<file path="src/rtl/uart_brk_pkg.sv">
`timescale 1ns/1ps
package uart_brk_pkg;
    typedef enum logic [1:0] {TX_IDLE, TX_START, TX_DATA, TX_STOP} tx_st_t;
    typedef enum logic [2:0] {RX_IDLE, RX_START, RX_DATA, RX_STOP, RX_EXTRA, RX_HOLD} rx_st_t;
endpackage

</file>
<file path="src/rtl/uart_brk_tx.sv">
`timescale 1ns/1ps
module uart_brk_tx
    import uart_brk_pkg::*;
#(
    parameter int DATA_W = 8,
    parameter int OVS    = 16
) (
    input  logic              clk,
    input  logic              rst_n,
    input  logic              tick,
    input  logic              wr_en,
    input  logic [DATA_W-1:0] wr_data,
    input  logic              flag_clr,
    output logic              txd,
    output logic              tx_empty,
    output logic              wr_ovr
);
    localparam int CNT_W = $clog2(OVS);
    localparam int IDX_W = $clog2(DATA_W);
    localparam logic [CNT_W-1:0] CNT_LAST = CNT_W'(OVS - 1);
    localparam logic [IDX_W-1:0] IDX_LAST = IDX_W'(DATA_W - 1);

    tx_st_t             st, nxt;
    logic [CNT_W-1:0]   cnt;
    logic [IDX_W-1:0]   idx;
    logic [DATA_W-1:0]  sh, hold;
    logic               hold_full, ovr;
    logic               bit_end, load, accept;

    assign bit_end = tick && (cnt == CNT_LAST);
    assign load    = hold_full && ((st == TX_IDLE) || (st == TX_STOP && bit_end));
    assign accept  = wr_en && (!hold_full || load);

    always_comb begin
        nxt = st;
        unique case (st)
            TX_IDLE:  if (hold_full) nxt = TX_START;
            TX_START: if (bit_end) nxt = TX_DATA;
            TX_DATA:  if (bit_end && idx == IDX_LAST) nxt = TX_STOP;
            TX_STOP:  if (bit_end) nxt = hold_full ? TX_START : TX_IDLE;
            default:  nxt = TX_IDLE;
        endcase
    end

    always_ff @(posedge clk) begin
        if (!rst_n) begin
            st        <= TX_IDLE;
            cnt       <= '0;
            idx       <= '0;
            sh        <= '0;
            hold      <= '0;
            hold_full <= 1'b0;
            ovr       <= 1'b0;
        end else begin
            st <= nxt;
            if (st == TX_IDLE)  cnt <= '0;
            else if (tick)      cnt <= bit_end ? '0 : cnt + 1'b1;
            if (st != TX_DATA)  idx <= '0;
            else if (bit_end)   idx <= idx + 1'b1;
            if (load)                          sh <= hold;
            else if (st == TX_DATA && bit_end) sh <= sh >> 1;
            if (accept) begin
                hold      <= wr_data;
                hold_full <= 1'b1;
            end else if (load) begin
                hold_full <= 1'b0;
            end
            if (wr_en && !accept) ovr <= 1'b1;
            else if (flag_clr)    ovr <= 1'b0;
        end
    end

    always_comb begin
        unique case (st)
            TX_START: txd = 1'b0;
            TX_DATA:  txd = sh[0];
            default:  txd = 1'b1;
        endcase
        tx_empty = !hold_full;
        wr_ovr   = ovr;
    end

    p_drop_sets_flag_r4: assert property (@(posedge clk) disable iff (!rst_n)
        (wr_en && hold_full && st == TX_DATA) |=> wr_ovr);
    p_queue_accept_r3: assert property (@(posedge clk) disable iff (!rst_n)
        (wr_en && st != TX_IDLE && tx_empty) |=> !tx_empty);
    p_stop_high_r2: assert property (@(posedge clk) disable iff (!rst_n)
        (st == TX_STOP) |-> txd);
    p_ovr_sticky_r10: assert property (@(posedge clk) disable iff (!rst_n)
        (wr_ovr && !flag_clr) |=> wr_ovr);
endmodule

</file>
<file path="src/rtl/uart_brk_rx.sv">
`timescale 1ns/1ps
module uart_brk_rx
    import uart_brk_pkg::*;
#(
    parameter int DATA_W = 8,
    parameter int OVS    = 16
) (
    input  logic              clk,
    input  logic              rst_n,
    input  logic              tick,
    input  logic              rxd,
    input  logic              flag_clr,
    output logic [DATA_W-1:0] rx_data,
    output logic              rx_stop,
    output logic              rx_ready,
    output logic              frame_err,
    output logic              brk_det
);
    localparam int CNT_W = $clog2(OVS);
    localparam int IDX_W = $clog2(DATA_W);
    localparam logic [CNT_W-1:0] CNT_LAST = CNT_W'(OVS - 1);
    localparam logic [CNT_W-1:0] CNT_MID  = CNT_W'(OVS / 2 - 1);
    localparam logic [IDX_W-1:0] IDX_LAST = IDX_W'(DATA_W - 1);

    rx_st_t            st, nxt;
    logic              rs1, rs2;
    logic [CNT_W-1:0]  cnt;
    logic [IDX_W-1:0]  idx;
    logic [DATA_W-1:0] sh, data_q;
    logic              rdy_q, stop_q, ferr_q, brk_q;
    logic              mid, samp, deliver, stop_val, brk_hit;

    assign mid      = tick && (cnt == CNT_MID);
    assign samp     = tick && (cnt == CNT_LAST);
    assign deliver  = samp && (((st == RX_STOP) && (rs2 || sh != '0)) ||
                               ((st == RX_EXTRA) && rs2));
    assign stop_val = (st == RX_STOP) && rs2;
    assign brk_hit  = samp && (st == RX_EXTRA) && !rs2;

    always_comb begin
        nxt = st;
        unique case (st)
            RX_IDLE:  if (!rs2) nxt = RX_START;
            RX_START: if (mid) nxt = rs2 ? RX_IDLE : RX_DATA;
            RX_DATA:  if (samp && idx == IDX_LAST) nxt = RX_STOP;
            RX_STOP:  if (samp) nxt = rs2 ? RX_IDLE : ((sh == '0) ? RX_EXTRA : RX_HOLD);
            RX_EXTRA: if (samp) nxt = rs2 ? RX_IDLE : RX_HOLD;
            RX_HOLD:  if (rs2) nxt = RX_IDLE;
            default:  nxt = RX_IDLE;
        endcase
    end

    always_ff @(posedge clk) begin
        if (!rst_n) begin
            st     <= RX_IDLE;
            rs1    <= 1'b1;
            rs2    <= 1'b1;
            cnt    <= '0;
            idx    <= '0;
            sh     <= '0;
            data_q <= '0;
            rdy_q  <= 1'b0;
            stop_q <= 1'b0;
            ferr_q <= 1'b0;
            brk_q  <= 1'b0;
        end else begin
            st  <= nxt;
            rs1 <= rxd;
            rs2 <= rs1;
            if (st == RX_IDLE || st == RX_HOLD) cnt <= '0;
            else if (tick) cnt <= ((st == RX_START && cnt == CNT_MID) || cnt == CNT_LAST) ? '0 : cnt + 1'b1;
            if (st != RX_DATA) idx <= '0;
            else if (samp)     idx <= idx + 1'b1;
            if (st == RX_DATA && samp) sh <= {rs2, sh[DATA_W-1:1]};
            rdy_q <= deliver;
            if (deliver) begin
                data_q <= sh;
                stop_q <= stop_val;
            end
            if (deliver && !stop_val) ferr_q <= 1'b1;
            else if (flag_clr)        ferr_q <= 1'b0;
            if (brk_hit)              brk_q <= 1'b1;
            else if (flag_clr)        brk_q <= 1'b0;
        end
    end

    always_comb begin
        rx_data   = data_q;
        rx_stop   = stop_q;
        rx_ready  = rdy_q;
        frame_err = ferr_q;
        brk_det   = brk_q;
    end

    p_ready_pulse_r6: assert property (@(posedge clk) disable iff (!rst_n)
        rx_ready |=> !rx_ready);
    p_low_stop_flags_r7: assert property (@(posedge clk) disable iff (!rst_n)
        (rx_ready && !rx_stop) |-> frame_err);
    p_brk_sticky_r10: assert property (@(posedge clk) disable iff (!rst_n)
        (brk_det && !flag_clr) |=> brk_det);
    p_brk_no_byte_r8: assert property (@(posedge clk) disable iff (!rst_n)
        brk_hit |=> !rx_ready);
    p_glitch_drop_r5: assert property (@(posedge clk) disable iff (!rst_n)
        (st == RX_START && mid && rs2) |=> (st == RX_IDLE));
endmodule

</file>
<file path="src/rtl/uart_brk_core.sv">
`timescale 1ns/1ps
module uart_brk_core #(
    parameter int DATA_W = 8,
    parameter int OVS    = 16
) (
    input  logic              clk,
    input  logic              rst_n,
    input  logic              tick16,
    input  logic              wr_en,
    input  logic [DATA_W-1:0] wr_data,
    input  logic              flag_clr,
    input  logic              rxd,
    output logic              txd,
    output logic              tx_empty,
    output logic              wr_ovr,
    output logic [DATA_W-1:0] rx_data,
    output logic              rx_stop,
    output logic              rx_ready,
    output logic              frame_err,
    output logic              brk_det
);
    uart_brk_tx #(.DATA_W(DATA_W), .OVS(OVS)) u_tx (
        .clk(clk), .rst_n(rst_n), .tick(tick16), .wr_en(wr_en), .wr_data(wr_data),
        .flag_clr(flag_clr), .txd(txd), .tx_empty(tx_empty), .wr_ovr(wr_ovr)
    );

    uart_brk_rx #(.DATA_W(DATA_W), .OVS(OVS)) u_rx (
        .clk(clk), .rst_n(rst_n), .tick(tick16), .rxd(rxd), .flag_clr(flag_clr),
        .rx_data(rx_data), .rx_stop(rx_stop), .rx_ready(rx_ready),
        .frame_err(frame_err), .brk_det(brk_det)
    );
endmodule

</file>
<file path="config.mk">
export PLATFORM = sky130hd
export DESIGN_NAME = uart_brk_core
export DESIGN_NICKNAME = d
export VERILOG_FILES = /design/src/rtl/uart_brk_pkg.sv /design/src/rtl/uart_brk_tx.sv /design/src/rtl/uart_brk_rx.sv /design/src/rtl/uart_brk_core.sv
export SDC_FILE = /design/constraint.sdc
export NUM_CORES = 1
export LEC_CHECK = 0
export ABC_AREA = 1
export CAP_MARGIN = 20
export CORE_ASPECT_RATIO = 0.5
export CORE_MARGIN = 5
export CORE_UTILIZATION = 28
export CTS_BUF_LIST = sky130_fd_sc_hd__clkbuf_2 sky130_fd_sc_hd__clkbuf_4 sky130_fd_sc_hd__clkbuf_8
export CTS_CLUSTER_SIZE = 40
export DETAILED_ROUTE_END_ITERATION = 6
export DONT_BUFFER_PORTS = 1
export PLACE_DENSITY = 0.42
export SYNTH_ARGS = -nofsm -noshare
export SYNTH_HDL_FRONTEND = slang
export SYNTH_SLANG_ARGS = --single-unit
</file>
<file path="constraint.sdc">
create_clock -name clk -period 3.08 [get_ports clk]
set_clock_uncertainty 0.1 [all_clocks]
set_input_delay 0.616 -clock clk [delete_from_list [all_inputs] [get_ports clk]]
set_output_delay 0.616 -clock clk [all_outputs]
set_load 0.02 [all_outputs]
</file>
# After elaboration in Yosys (flattened, before gate mapping)
# Index checks and enable logic that the tools add are counted.
# word_totals
register_bits,59
out_inout_bits,15
# op_classes
n_addsub,4
n_eq_ne,25
mux,28
bitwise,1
reduce_logical,44
# ops
op,count
two-way mux 3 bit,8
logical AND 1 bit,19
!= test 2 x 1 -> 1 bit (second input constant),9
one-hot mux 3 bit (6 select lines),1
two-way mux 8 bit,2
== test 3 bit (second input constant),4
two-way mux 2 bit,5
nonzero test 2 bit,5
adder 4 x 1 -> 4 bit (second input constant),2
== test 4 bit (second input constant),2
logical NOT 8 bit,1
two-way mux 1 bit,8
two-way mux 4 bit,2
one-hot mux 2 bit (4 select lines),1
nonzero test 8 bit,1
OR reduction 2 bit,4
adder 3 x 1 -> 3 bit (second input constant),2
== test 3 x 2 -> 1 bit (second input constant),2
logical OR 1 bit,6
AND reduction 6 bit,1
== test 2 bit (second input constant),2
== test 4 x 3 -> 1 bit (second input constant),1
logical NOT 1 bit,4
!= test 2 bit (second input constant),2
other kinds (8),8

# Longest topological paths before layout
# Gate-level depths: netlist of run 1.
# logic_depth
word_depth,10
mapped_depth,11
mapped_depth_nobuf,11

# Hierarchy
# Synthesis of run 1 repeated with hierarchy kept, for this count alone.
# hier_totals
cells_unflattened,370
area_unflattened_um2,2832.7
# by_module_without_submodules
mod,instances,cells_per_inst,area_per_inst_um2,seq_area_each_um2
uart_brk_rx,1,193,1507.7,640.6
uart_brk_tx,1,177,1325.0,540.5

# Least setup slack after synthesis of run 1
# No wires, ideal clock.
# synth_timing
path_kind,register to output
start,reg u_tx.st[0]
end,out txd
arrival_ps,1170
required_ps,2364
setup_slack_ps,1194
stages_incl_launch_ff,5
path_buffers,0
path_cell_list,dfxtp_1 -> inv_1 -> ha_1 -> or2_2 -> o21ai_0
# synth_via
elab_chain_len,2
word_cells_on_any_way,3
cone_classes,2 x eq/ne; 1 x mux
# synth_lines
item,line_no,rtl
"start, declared",uart_brk_tx.sv:23,"tx_st_t st, nxt;"
"start signal, assigned",uart_brk_tx.sv:55,st <= nxt;
== test 2 bit / == test 2 x 1 -> 1 bit (equally long branches),uart_brk_tx.sv:74,unique case (st)
one-hot mux 1 bit (2 select lines) (*),uart_brk_tx.sv:74,
"end, declared",uart_brk_core.sv:13,"output logic txd,"
# Mark *: on every way between the ends. The rest lies on a longest branch, timed or not.

# Final worst setup path of run 1
# Ends and elaborated chain as after synthesis.

==> flow_summary.yaml, run 1 <==
die:
  floorplan.die_area_um2: 12110
  placementRows: 25
  start_util: 0.2906
  io_pins: 29
  dieWidth_um: 150.7
  core_um2: 9540
  die_h_um: 80.37
cts:
  cts_tree: "yes"
  postCtsSetupBuffers: 0
  cts_resized: 0
  clk_latency_ns: 0.33
  htreeDepth: 3
  clkSinkCount: 59
  hold_buffers: 0
  cts_buffer_depth: 2
  cts_buffers: 9
  root_buffer: "clkbuf_8"
  clk_pin_slew_ns: 0.06
logic_synthesis:
  synth.most_common_cell: "nand2_1"
  netlist.area_leader.share: 0.4260
  avgSynthCellArea_um2: 7.534
  synth_area_leaders: "dfxtp_1 43%, nand2_1 9.9%, a21oi_1 7.2%"
  synth_edf_count: 0
  ys_ff_latch: 59
  synthMuxAreaShare: 0
  yosysTopAreaCell: "dfxtp_1"
  synthAdderAreaFrac: 0.04513
  syn-cell-area_um2: 2773
  synth_top_family_by_area: "simple AND/OR/NAND/NOR gates"
  synth_flop_cell: "dfxtp_1"
  netlist_top_cells_count: "73 x nand2_1, 59 x dfxtp_1, 45 x nor2_1"
  synthSimpleGateAreaFrac: 0.3042
  synth_xor_area_frac: 0.003159
  synth_compound_area_frac: 0.1426
  ys_async_sr_fraction: 0
  synth_cell_types: 34
  yosysWarnings: 0
  synth_nets: 392
  syn_inst: 368
  yosysSeqAreaShare: 0.4260
route:
  vias_per_cell: 4.502
  detail_route.first_pass.iterations: 5
  drt_iter0_drc: 79
  routed_wl_mm: 5.853
  drc: 0
  vias: 2287
  wire_per_inst_um: 11.52
  ant_nets: 0
placed_design:
  portBuffers: 0
  hpwl_mm: 4.197
  placed_cells: 492
  place.gp.congestion: 0.7819
timing:
  fin_crit_sh: 0.7586
  slew_violations: 0
  tightest_slew_ns: 0.6641
  setup_viol: 0
  relSlewSlack: 0.5526
  rsz0062_at_grt: "false"
  hold-worst-slack_ns: 0.2854
  hold_violations: 0
  fmax_ghz: 0.4280
  totalNegativeSetupSlack_ns: 0
  finalCriticalPeriod_ns: 2.336
hold_path:
  worstHoldPathType: "primary input to flip-flop"
  hold_depth: 1
  hold_start: "rxd"
  min_to: "u_rx.rs1"
setup_path:
  worstSetupEndpointType: "output pin"
  slowest_stage: "dfxtp_1"
  worst-path-buf-inv: 1
  path_max_fanout: 6
  critPathArrivalTime_ns: 1.62
  cp.required_ns: 2.36
  start_kind: "flip-flop"
  critical_path.reg2reg.startpoint: "u_tx.st[0]"
  worst-r2r-cell-count: 7
  critical_path_depth: 4
  slowest_delay_ns: 0.42
  timing.rr.end: "u_tx.st[1]"
  cp_top_family: "flip-flops"
  path_class: "flip-flop to output pin"
  cp_cell_sequence: "inv_1 > ha_1 > or2_2 > o21ai_0"
  rrSetupSlack_ns: 1.28
grt:
  grt_max_degree: 33
  grt_util_all_layers: 0.1042
  grt_antenna_before_repair: 0
  gr-total-overflow: 0
  grt_pass1_wl_mm: 9.839
  grt_pass1_vias: 2153
pwr:
  p_leak_nw: 1.261
  ir_worst_vdd_mv: 0.1691
  p_per_area_nw_per_um2: 640.0
  power.total_mw: 1.957
job:
  drv_cap: 0
outcome:
  outcome: "finished, final reports clean"
finish:
  antenna_cells: 0
  fin_nets: 392
  layout.cells.non_filler: 508
  syn2layout_area_growth_pct: 10.29
  drive_above_1_share: 0.1099
## registers in the layout, indices dropped and copies added, names as in the netlist
signal          count
u_rx.rs2            1
u_rx.cnt            4
u_tx.wr_ovr         1
u_rx.idx            3
u_rx.brk_det        1
u_rx.rx_data        8
u_rx.rx_stop        1
u_rx.frame_err      1
u_rx.rs1            1
u_rx.rx_ready       1
u_tx.hold           8
u_tx.st             2
u_tx.hold_full      1
u_tx.sh             8
u_rx.st             3
u_rx.sh             8
u_tx.idx            3
u_tx.cnt            4
## cell usage in the layout, fill, tap and decap left out, drive strengths merged, types with 10 or more instances in the layout
cell type	synthesis	routed
o21ai	26	26
inv	35	35
ha	10	10
nor2	50	50
nand3b	14	14
nand3	20	20
dfxtp	59	59
a21oi	41	41
nand2	83	83
clkbuf	3	14
## worst max-delay path by stage
stage	startpoint	end	slack (ns)
global route	u_tx.st[0]	txd	0.63
detailed placement	u_tx.st[0]	txd	1.09
finish	u_tx.st[0]	txd	0.74
floorplan	u_tx.st[0]	txd	1.19
global placement	u_tx.st[0]	txd	1.14
CTS	u_tx.st[0]	txd	0.70
## routing by layer
| layer | GRT usage | wire length (um) | up-vias |
|---|---|---|---|
| met2 | 0.1632 | 2643 | 46 |
| li1 | - | - | 1201 |
| met3 | 0.04735 | 322 | 8 |
| met4 | 0.04340 | 88 | 0 |
| met5 | 0 | 0 | - |
| met1 | 0.1239 | 2800 | 1032 |
## cells by family (layout without fill, tap and decap cells)
logic type,after synthesis,count (layout)
xor+xnor,1,1
simple gates,176,176
flops,59,59
compound gates,74,74
fa+ha+maj,10,10
buf+inv,48,53
## where the power goes
part / switching, mW / total [mW] / internal [mW]
sequential: 0.0596 / 0.888 / 0.828
combinational: 0.271 / 0.421 / 0.149
clock: 0.288 / 0.649 / 0.361
total: 0.619 / 1.96 / 1.34
## final cells by class
class                           count  area (um2)
Multi-Input combinational cell    261        1373
Clock buffer                       14       173.9
Sequential cell                    59        1181
Fill cell                        1037        6482
Clock inverter                      2       10.01
Tap cell                          135       168.9
Inverter                           37       151.4
## stage by stage
stage	setup WS (ns)	utilization	cell area [um2]
detailed placement	1.088	0.3012	2874
global route	0.6328	0.3205	3058
floorplan	1.194	-	2773
CTS	0.7039	0.3205	3058
global placement	1.139	0.3012	2874
finish	0.7436	0.3205	3058
Note: power is estimated with default switching activity, not from simulation.
==> inputs of run 2 (changes only) <==
clock period = 2.3 ns   (was 3.08 ns; I/O delays follow)
==> run 2 against run 1 <==
Against the previous run: via count is 0.52% lower; power rose by 32%; sequential cell count did not move; clock-buffer cell count shrank 1; first-iteration DRC count up 59%; register-to-register slack worse by 0.76 ns; critical endpoint unchanged; largest power group unchanged.
==> flow_summary.yaml, run 2 (synthesis gave the netlist of run 1 again) <==
grt:
  grt_antenna_before_repair: 0
  grt_pass1_wl_mm: 10.02
  gr-total-overflow: 0
  grt_util_all_layers: 0.1056
  grt_pass1_vias: 2153
  grt_max_degree: 33
pwr:
  ir_worst_vdd_mv: 0.2409
  p_leak_nw: 1.265
  p_per_area_nw_per_um2: 847.3
  power.total_mw: 2.592
outcome:
  outcome: "finished, final reports clean"
die:
  die_h_um: 80.37
  io_pins: 29
  dieWidth_um: 150.7
  start_util: 0.2906
  floorplan.die_area_um2: 12110
  core_um2: 9540
  placementRows: 25
placed_design:
  portBuffers: 0
  hpwl_mm: 4.184
  place.gp.congestion: 0.7676
setup_path:
  critical_path.reg2reg.startpoint: "u_rx.cnt[0]"
  path_class: "flip-flop to output pin"
  cp_cell_sequence: "inv_1 > ha_1 > or2_2 > o21ai_0 > buf_4"
  critPathArrivalTime_ns: 1.55
  worst-r2r-cell-count: 10
  rrSetupSlack_ns: 0.52
  cp_top_family: "flip-flops"
  start_kind: "flip-flop"
  slowest_delay_ns: 0.37
  path_max_fanout: 6
  cp.required_ns: 1.74
  slowest_stage: "dfxtp_2"
  worstSetupEndpointType: "output pin"
  timing.rr.end: "u_rx.rx_data[7]"
  worst-path-buf-inv: 2
timing:
  finalCriticalPeriod_ns: 2.107
  hold_violations: 0
  relSlewSlack: 0.6435
  setup_viol: 0
  slew_violations: 0
  fmax_ghz: 0.4747
  rsz0062_at_grt: "false"
  totalNegativeSetupSlack_ns: 0
  tightest_slew_ns: 0.5339
  hold-worst-slack_ns: 0.1220
  fin_crit_sh: 0.9159
cts:
  cts_buffers: 9
  hold_buffers: 0
  cts_buffer_depth: 2
  clkSinkCount: 59
  clk_latency_ns: 0.34
  root_buffer: "clkbuf_8"
  clk_pin_slew_ns: 0.06
  htreeDepth: 3
  cts_tree: "yes"
job:
  drv_cap: 0
route:
  routed_wl_mm: 5.786
  ant_nets: 0
  vias_per_cell: 4.461
  drc: 0
  drt_iter0_drc: 126
  wire_per_inst_um: 11.35
  vias: 2275
  detail_route.first_pass.iterations: 5
finish:
  antenna_cells: 0
  drive_above_1_share: 0.1173
  syn2layout_area_growth_pct: 10.33
  fin_nets: 394
  final_common_cell: "nand2_1"
  mostFrequentLayoutCells: "73 x nand2_1, 58 x dfxtp_1, 45 x nor2_1"
hold_path:
  hold_start: "rxd"
  hold_depth: 1
  worstHoldPathType: "primary input to flip-flop"
  min_to: "u_rx.rs1"
run 2: where the power goes:
group	total (mW)	internal (mW)	switching, mW
registers	1.19	1.11	0.0816
logic	0.574	0.212	0.362
clock network	0.826	0.434	0.392
total	2.59	1.76	0.836
run 2: worst max path at each step:
| stage | cells after the start | to | startpoint |
|---|---|---|---|
| 4_1_cts | 5 | txd | u_tx.st[0] |
| 3_5_place_dp | 5 | txd | u_tx.st[0] |
| 6_report | 5 | txd | u_tx.st[0] |
| 5_1_grt | 5 | txd | u_tx.st[0] |
| 3_3_place_gp | 5 | txd | u_tx.st[0] |
| 2_1_floorplan | 4 | txd | u_tx.st[0] |
run 2: worst reg2reg max path, stage by stage (launching register included):
cell	delay (ns)
dfxtp_1	0.38
ha_1	0.21
nand2_1	0.14
nor2_8	0.14
nand2_4	0.09
inv_2	0.10
nand2_1	0.07
inv_2	0.08
nand2_4	0.10
o21ai_0	0.21
nor2_1	0.06
run 2: stage by stage:
step,instances,setup WS (ns),area [um2],util
6_report,510,0.1934,3059,0.3207
5_1_grt,510,0.07784,3059,0.3207
4_1_cts,510,0.09072,3058,0.3205
3_5_place_dp,494,0.4757,2889,0.3028
3_3_place_gp,494,0.5396,2889,0.3028
2_1_floorplan,368,0.5699,2773,-
run 2: timing repair:
action | CTS | global route
buffers inserted | 0 | 0
resized for setup | 0 | 1
setup endpoints to repair | 0 | 1
run 2: final cells by class:
cell class                 count  area (um2)
multi-input combinational    261        1373
inverter                      37       151.4
timing repair buffer           2       15.01
tap                          135       168.9
fill                        1041        6481
sequential                    59        1182
clock inverter                 3       15.01
clock buffer                  13       153.9
run 2: layer usage:
metal,global-route usage,wire length (um),up-vias
met5,0,0,-
met4,0.04430,69,0
met3,0.05242,324,5
met2,0.1627,2573,49
met1,0.1249,2818,1019
li1,-,-,1202
==> inputs of run 3 (changes only) <==
ABC_AREA = not set   (was 1)
==> run 3 against run 2 <==
Against the previous run: wire length shrank 1.9%; worst hold slack worse by 0.025 ns; die area is 3.0% lower; cell count fell by 19%; clock-buffer cell count down 2; clock power up 14%; utilization down 0.092 points; sequential share of layout area grew 0.72 points; combinational power is 19% lower; sequential cell count did not move; power down 1.0%; critical path type unchanged; largest cell class unchanged; highest routed layer unchanged.
==> flow_summary.yaml, run 3 <==
setup_path:
  critPathArrivalTime_ns: 1.52
  path_max_fanout: 11
  critical_path.reg2reg.startpoint: "u_tx.cnt[0]"
  start_kind: "flip-flop"
  worstSetupEndpointType: "output pin"
  timing.rr.end: "u_tx.hold[2]"
  cp.required_ns: 1.74
  rrSetupSlack_ns: 0.33
  cp-startpoint: "u_tx.st[0]"
  endpoint: "txd"
  worst-r2r-cell-count: 7
  path_class: "flip-flop to output pin"
cts:
  clkSinkCount: 59
  clk_latency_ns: 0.34
  cts_buffer_depth: 2
  clk_pin_slew_ns: 0.07
  cts_buffers: 9
  cts_tree: "yes"
  postCtsSetupBuffers: 0
  htreeDepth: 3
  root_buffer: "clkbuf_8"
logic_synthesis:
  yosysSeqAreaShare: 0.4405
  synth.most_common_cell: "dfxtp_1"
  synth_cell_types: 44
  syn-cell-area_um2: 2681
  syn_inst: 286
  netlist.area_leader.share: 0.4405
  yosysTopAreaCell: "dfxtp_1"
  ys_ff_latch: 59
  avgSynthCellArea_um2: 9.375
  synth_edf_count: 0
  yosysWarnings: 0
  ys_async_sr_fraction: 0
  synth_flop_cell: "dfxtp_1"
  netlist_top_cells_count: "59 x dfxtp_1, 43 x nor2_1, 34 x mux2i_1"
  synth_nets: 310
  synth_area_leaders: "dfxtp_1 44%, mux2i_1 13%, nor2_1 6.0%"
pwr:
  p_per_area_nw_per_um2: 855.1
  ir_worst_vdd_mv: 0.3455
  power.total_mw: 2.566
  p_leak_nw: 1.163
timing:
  totalNegativeSetupSlack_ns: 0
  fin_crit_sh: 0.9063
  fmax_ghz: 0.4797
  rsz0062_at_grt: "false"
  finalCriticalPeriod_ns: 2.084
  tightest_slew_ns: 0.5206
  hold_violations: 0
  relSlewSlack: 0.6525
  slew_violations: 0
  setup_viol: 0
  setup_ws_ns: 0.2155
route:
  detail_route.first_pass.iterations: 4
  drc: 0
  vias: 1920
  drt_iter0_drc: 112
  routed_wl_mm: 5.675
  vias_per_cell: 4.627
  ant_nets: 0
  wire_per_inst_um: 13.67
job:
  drv_cap: 0
grt:
  grt_max_degree: 29
  grt_util_all_layers: 0.1017
  gr-total-overflow: 0
  grt_pass1_wl_mm: 9.321
  grt_pass1_vias: 1827
  grt_antenna_before_repair: 0
finish:
  drive_above_1_share: 0.1259
  n_fill_cell: 970
  fin_util: 0.3197
  fin_nets: 313
  syn2layout_area_growth_pct: 11.90
  antenna_cells: 0
  mostFrequentLayoutCells: "59 x dfxtp_1, 43 x nor2_1, 34 x mux2i_1"
  final_area_um2: 3000
  final_common_cell: "dfxtp_1"
die:
  dieWidth_um: 148.4
  start_util: 0.2857
  die_h_um: 79.20
  io_pins: 29
  floorplan.die_area_um2: 11750
  placementRows: 25
  core_um2: 9384
placed_design:
  placed_cell_area_um2: 2800
  hpwl_mm: 3.948
  portBuffers: 0
  place_ws_ns: 0.3285
  place.gp.congestion: 0.7512
outcome:
  outcome: "finished, final reports clean"
hold_path:
  worstHoldPathType: "primary input to flip-flop"
==> run 3: cell types whose count changed in the layout (fill, tap and decap cells not counted), moves of 7 or more <==
cell      change
inv_1        -26
a311oi_1      +8
nand3_1       -7
o21ai_0      -20
mux2i_1      +34
nand3b_1     -14
nand2_1      -48
a21oi_1      -31
nor2b_1      +14
==> run 3: how the worst min path moves through the flow <==
stage	end	depth (start not counted)	start	slack (ns)
5_1_grt	u_rx.rs1	1	rst_n	0.08
3_3_place_gp	u_rx.rs2	1	u_rx.rs1	0.31
3_5_place_dp	u_rx.rs2	1	u_rx.rs1	0.32
4_1_cts	u_rx.rs1	1	rst_n	0.07
6_report	u_rx.rs1	1	rst_n	0.1
2_1_floorplan	u_rx.rs2	1	u_rx.rs1	0.29
==> run 3: logic make-up after synthesis <==
| group | count (synthesis) | synth area share |
|---|---|---|
| AOI/OAI and AO/OA | 39 | 0.1120 |
| xor gates and xnor gates | 6 | 0.01960 |
| adders and majority gates | 10 | 0.04666 |
| buffers and inverters | 22 | 0.04153 |
| DFF | 59 | 0.4405 |
| muxes | 34 | 0.1269 |
| and+or+nand+nor | 116 | 0.2128 |
==> run 3: power by group <==
| part | switching, mW | leakage [nW] | internal [mW] | total [mW] |
|---|---|---|---|---|
| sequential | 0.0607 | 0.479 | 1.10 | 1.16 |
| clock | 0.407 | 0.103 | 0.536 | 0.943 |
| combinational | 0.267 | 0.582 | 0.199 | 0.466 |
| total | 0.735 | 1.16 | 1.83 | 2.57 |
==> run 3: what timing repair did <==
| item | in CTS | in global routing |
|---|---|---|
| gates resized for setup | 0 | 1 |
| hold buffers | 0 | 0 |
| endpoints found under the setup margin | 0 | 1 |
==> run 3: metrics by stage <==
stage          hold slack [ns]  instances
6_report               0.09691        415
4_1_cts                0.07375        415
3_5_place_dp            0.3204        399
3_3_place_gp            0.3118        399
2_1_floorplan           0.2863        286
5_1_grt                0.07746        415
==> run 3: final cells by class <==
cell class,count,area [um2],share of cell area
sequential,59,1181,0.3937
tap,121,151.4,0.05046
inverter,7,26.28,0.008757
clock inverter,5,52.55,0.01751
clock buffer,11,145.1,0.04837
multi-input combinational,205,1391,0.4637
timing repair buffer,7,52.55,0.01751
==> run 3: worst max-delay path, cell delays in order (launching register included) <==
cell and delay, ns:
dfxtp_1 0.33, inv_1 0.12, ha_2 0.34, mux2i_1 0.23, buf_4 0.17
==> run 3: layer usage <==
layer	wire (um)	track usage	vias up
met2	2465	0.1533	30
met5	0	0	-
met1	2752	0.1252	890
li1	-	-	992
met4	95	0.04424	0
met3	362	0.04675	8
